===== src/rtl/itlb_lru_pkg.sv =====
`timescale 1ns/1ps
package itlb_lru_pkg;

  localparam int unsigned WAYS     = 4;
  localparam int unsigned ORDER_W  = WAYS * (WAYS - 1) / 2;
  localparam int unsigned IDX_W    = $clog2(WAYS);

  typedef logic [ORDER_W-1:0] order_t;
  typedef logic [IDX_W-1:0]   way_t;

  // Pair flags, MSB first: [5]=1>0 [4]=2>0 [3]=3>0 [2]=2>1 [1]=3>1 [0]=3>2
  // (a>b means a was used more recently than b).

  function automatic order_t keep_mask(way_t w);
    case (w)
      2'd0:    keep_mask = 6'b000111;
      2'd1:    keep_mask = 6'b111001;
      2'd2:    keep_mask = 6'b111110;
      default: keep_mask = 6'b111111;
    endcase
  endfunction

  function automatic order_t set_mask(way_t w);
    case (w)
      2'd0:    set_mask = 6'b000000;
      2'd1:    set_mask = 6'b100000;
      2'd2:    set_mask = 6'b010100;
      default: set_mask = 6'b001011;
    endcase
  endfunction

  function automatic order_t order_touch(order_t cur, way_t w);
    order_touch = (cur & keep_mask(w)) | set_mask(w);
  endfunction

  function automatic way_t order_oldest(order_t s);
    if (s[5:3] == 3'b111)                    order_oldest = 2'd0;
    else if (!s[5] && s[2] && s[1])          order_oldest = 2'd1;
    else if (!s[4] && !s[2] && s[0])         order_oldest = 2'd2;
    else                                     order_oldest = 2'd3;
  endfunction

endpackage


===== src/rtl/itlb_lru_victim_sel.sv =====
`timescale 1ns/1ps
module itlb_lru_victim_sel
  import itlb_lru_pkg::*;
(
  input  order_t order_i,
  output way_t   victim_o
);
  always_comb victim_o = order_oldest(order_i);
endmodule


===== src/rtl/itlb_lru_touch_unit.sv =====
`timescale 1ns/1ps
module itlb_lru_touch_unit
  import itlb_lru_pkg::*;
(
  input  order_t order_i,
  input  logic   touch_en_i,
  input  way_t   touch_idx_i,
  output order_t order_o
);
  order_t cand [WAYS];

  for (genvar g = 0; g < WAYS; g++) begin : g_way
    always_comb cand[g] = order_touch(order_i, way_t'(g));
  end

  always_comb order_o = touch_en_i ? cand[touch_idx_i] : order_i;
endmodule


===== src/rtl/itlb_lru_tracker.sv =====
`timescale 1ns/1ps
module itlb_lru_tracker
  import itlb_lru_pkg::*;
#(
  parameter int unsigned CTRL_W    = 32,
  parameter logic [31:0] RESET_VAL = 32'h0000_0000
) (
  input  logic              clk,
  input  logic              rst_n,
  input  logic              sw_wr,
  input  logic [CTRL_W-1:0] sw_data,
  input  logic              hit_vld,
  input  logic [IDX_W-1:0]  hit_idx,
  input  logic              repl_req,
  output logic [CTRL_W-1:0] ctrl_q,
  output logic [IDX_W-1:0]  victim_idx
);
  localparam int unsigned ORD_LSB = CTRL_W - ORDER_W;

  order_t            order_cur;
  order_t            order_nxt;
  logic              touch_en;
  way_t              touch_idx;
  logic [CTRL_W-1:0] ctrl_d;

  assign order_cur = ctrl_q[ORD_LSB +: ORDER_W];

  itlb_lru_victim_sel u_victim (
    .order_i  (order_cur),
    .victim_o (victim_idx)
  );

  // Refill writes the victim, so it wins over a hit; software wins over both.
  assign touch_en  = !sw_wr && (repl_req || hit_vld);
  assign touch_idx = repl_req ? victim_idx : hit_idx;

  itlb_lru_touch_unit u_touch (
    .order_i     (order_cur),
    .touch_en_i  (touch_en),
    .touch_idx_i (touch_idx),
    .order_o     (order_nxt)
  );

  always_comb begin
    ctrl_d = ctrl_q;
    if (sw_wr) ctrl_d = sw_data;
    else       ctrl_d[ORD_LSB +: ORDER_W] = order_nxt;
  end

  always_ff @(posedge clk) begin
    if (!rst_n) ctrl_q <= RESET_VAL[CTRL_W-1:0];
    else        ctrl_q <= ctrl_d;
  end
endmodule


===== config.mk =====
export PLATFORM = sky130hd
export DESIGN_NAME = itlb_lru_tracker
export DESIGN_NICKNAME = d
export VERILOG_FILES = /design/src/rtl/itlb_lru_pkg.sv /design/src/rtl/itlb_lru_victim_sel.sv /design/src/rtl/itlb_lru_touch_unit.sv /design/src/rtl/itlb_lru_tracker.sv
export SDC_FILE = /design/constraint.sdc
export NUM_CORES = 1
export LEC_CHECK = 0
export BUFFER_PORTS_ARGS = -buffer_cell sky130_fd_sc_hd__buf_4
export CAP_MARGIN = 25
export CORE_MARGIN = 5
export CORE_UTILIZATION = 40
export CTS_CLUSTER_DIAMETER = 200
export DETAILED_ROUTE_END_ITERATION = 10
export PLACE_DENSITY = 0.72
export SYNTH_ARGS = -nofsm -noshare
export SYNTH_HDL_FRONTEND = slang
export SYNTH_SLANG_ARGS = --single-unit

===== constraint.sdc =====
create_clock -name clk -period 1.4 [get_ports clk]
set_clock_uncertainty 0.1 [all_clocks]
set_input_delay 0.21 -clock clk [delete_from_list [all_inputs] [get_ports clk]]
set_output_delay 0.21 -clock clk [all_outputs]
set_load 0.03 [all_outputs]

==> results.yml <==
die:
  die-area_sq_um: 4769
  fp.dieW_microns: 69.06
  dieHeight_microns: 69.06
  start_util: 0.4148
  num_io_pins: 73
  rows: 21
  coreArea_sq_um: 3363
cells_and_area:
  fillers: 297
  seq_area_sq_um: 655.6
  antenna_cells: 0
  area_growth_pct: 61.61
  largestRegisters: "ctrl_q x32"
  final_area_sq_um: 2255
  multi_input_area_sq_um: 738.2
  fin_cells: 280
  largest_reg_flops: 32
  regMostFlops: "ctrl_q"
  fin_nets: 272
  drive_above_1_share: 0.4573
yosys:
  synth_area_leaders: "dfxtp_1 (46%), mux2i_1 (19%), nor2_1 (7.3%)"
  netlist_area_sq_um: 1395
  synth_top_area_frac: 0.4592
  ys_types: 35
  synth.most_common_cell: "dfxtp_1"
  syn_area_per_cell_sq_um: 9.756
  synth_nets: 182
  synth_cells: 143
  ys_warn_count: 0
  yosysTopAreaCell: "dfxtp_1"
  synth_edf_count: 0
  ys_top_cells_by_count: "dfxtp_1 (32), nor2_1 (27), mux2i_1 (26), buf_2 (6)"
  ys_seq_elements: 32
  ys_async_sr_fraction: 0
  synth-seq-area-share: 0.4592
  ys.flop_type: "dfxtp_1"
clocking:
  clock-sinks: 32
  cts_tree: "yes"
  clockBufferDepth: 2
  htree_levels: 2
  cts_root_buffer: "clkbuf_4"
  cts_buffers: 5
  clock_latency_ns: 0.33
  cts.clk_slew.worst_paths_ns: 0.09
worst_setup_path:
  r2r_setup_slack_ns: -0.16
  crit_fanout: 3
  cp.arrival_ns: 1.33
  critical_path_required_ns: 1.09
  regToRegStartpoint: "ctrl_q[30]"
  end_kind: "output pin"
  start_kind: "flop"
  r2r_cells: 5
  reg2reg_to: "ctrl_q[27]"
  critical_path_class: "flop to output pin"
power_and_ir_drop:
  ir_drop_mv: 0.6630
  total_power_w: 0.002104
  power.density_nw_per_um2: 933.0
  p_leak_nw: 1.091
detailed_routing:
  avgRoutedWirePerCell_microns: 14.48
  vias: 1397
  drc_errors: 0
  wirelength_mm: 4.053
  viasPerCell: 4.989
  drt_iter0_markers: 38
  ant_nets: 0
  dr.pass1.iters: 4
placed_design:
  place_ws_ns: -0.09692
  placed_cell_area_sq_um: 2036
  dp.cells: 259
  place.gp.congestion: 0.8507
  portBuffers: 72
  hpwlAfterDp_mm: 2.802
global_routing:
  grt_pass1_wl_mm: 6.713
  grtUsageTotal: 0.1731
  gr-total-overflow: 0
  grt_max_degree: 30
  antenna_found_initial: 0
  grt_pass1_vias: 1388
hold_path:
  hold_depth: 3
  min-delay-start: "sw_data[5]"
  hold-path-endpoint: "ctrl_q[5]"
  hold_class: "input pin to flop"
timing:
  slew_viol_final: 0
  holdWs_ns: 0.01704
  maxSlewHeadroom: 0.6254
  period_minus_slack_ns: 1.635
  min_period_over_period: 1.168
  timing.fmax_mhz: 611.5
  tightest_slew_ns: 0.5477
  setup_violations: 8
  rsz0062_at_grt: "yes"
  hold_viol_final: 0
  layout_setup_ws_ns: -0.2353
run_status:
  violations: "negative setup slack"
  status: "complete, but fails checks"
job:
  cap_violations: 0
## through the flow
step                      utilization  setup TNS [ns]
after global routing           0.6704          -1.687
after global placement         0.6053        -0.06118
after floorplan                     -        -0.07939
after CTS                      0.6607         -0.9190
after detailed placement       0.6053         -0.3743
final                          0.6704          -1.035
## cell usage in the layout, fill, tap and decap left out, types with 3 or more instances in the layout
cell type / synthesis / final
dlygate4sd3_1: 0 / 8
dfxtp_1: 32 / 26
dfxtp_4: 0 / 3
dfxtp_2: 0 / 3
nand2_1: 5 / 4
clkbuf_4: 0 / 5
buf_6: 0 / 6
nor2_1: 27 / 27
nor3b_1: 3 / 3
mux2i_1: 26 / 26
nand2b_1: 5 / 5
buf_4: 0 / 77
## power breakdown
part	switching (W)	internal (W)
Clock	0.000303	0.000195
Combinational	0.000304	0.000291
Sequential	0.0000395	0.000971
## metal layers
metal	routed length (microns)	GRT usage
met5	0	0
met4	41	0.06291
met3	340	0.07267
met2	1964	0.2722
met1	1706	0.2101
## timing repair
action / CTS / global route
gates resized for setup: 10 / 3
hold endpoints to repair: 6 / 2
hold buffers: 6 / 2
setup endpoints to repair: 7 / 9
pin swaps: 2 / 0
buffers inserted: 5 / 0
## how the worst max path moves through the flow
stage               startpoint             to  slack (ns)  depth (start not counted)
finish              ctrl_q[30]  victim_idx[0]       -0.24                          4
global route        ctrl_q[26]  victim_idx[0]       -0.30                          4
CTS                 ctrl_q[26]  victim_idx[0]       -0.24                          4
detailed placement  ctrl_q[31]     ctrl_q[26]        -0.1                          4
global placement    ctrl_q[31]     ctrl_q[31]       -0.02                          4
floorplan           ctrl_q[26]     ctrl_q[27]       -0.04                          4
## logic make-up (layout without fill, tap and decap cells)
group           count (synthesis)  after routing  share of synthesized area
compound gates                 20             20                     0.1220
xor+xnor                        1              1                   0.006279
buf+inv                        11            102                    0.03498
flops                          32             32                     0.4592
mux                            26             26                     0.1865
simple gates                   53             53                     0.1910
## cell type report
cell class                 instances  share of cell area
timing repair buffer              92              0.3307
multi-input combinational        100              0.3274
sequential                        32              0.2908
tap                               46             0.02553
clock buffer                       7             0.01998
inverter                           2            0.003330
clock inverter                     1            0.002220
## critical path, stage by stage (launching register included)
cell,delay (ns)
dfxtp_2,0.35
or3b_4,0.40
nand2_2,0.08
inv_2,0.04
buf_6,0.13
Power figures use the tool's default switching activity.
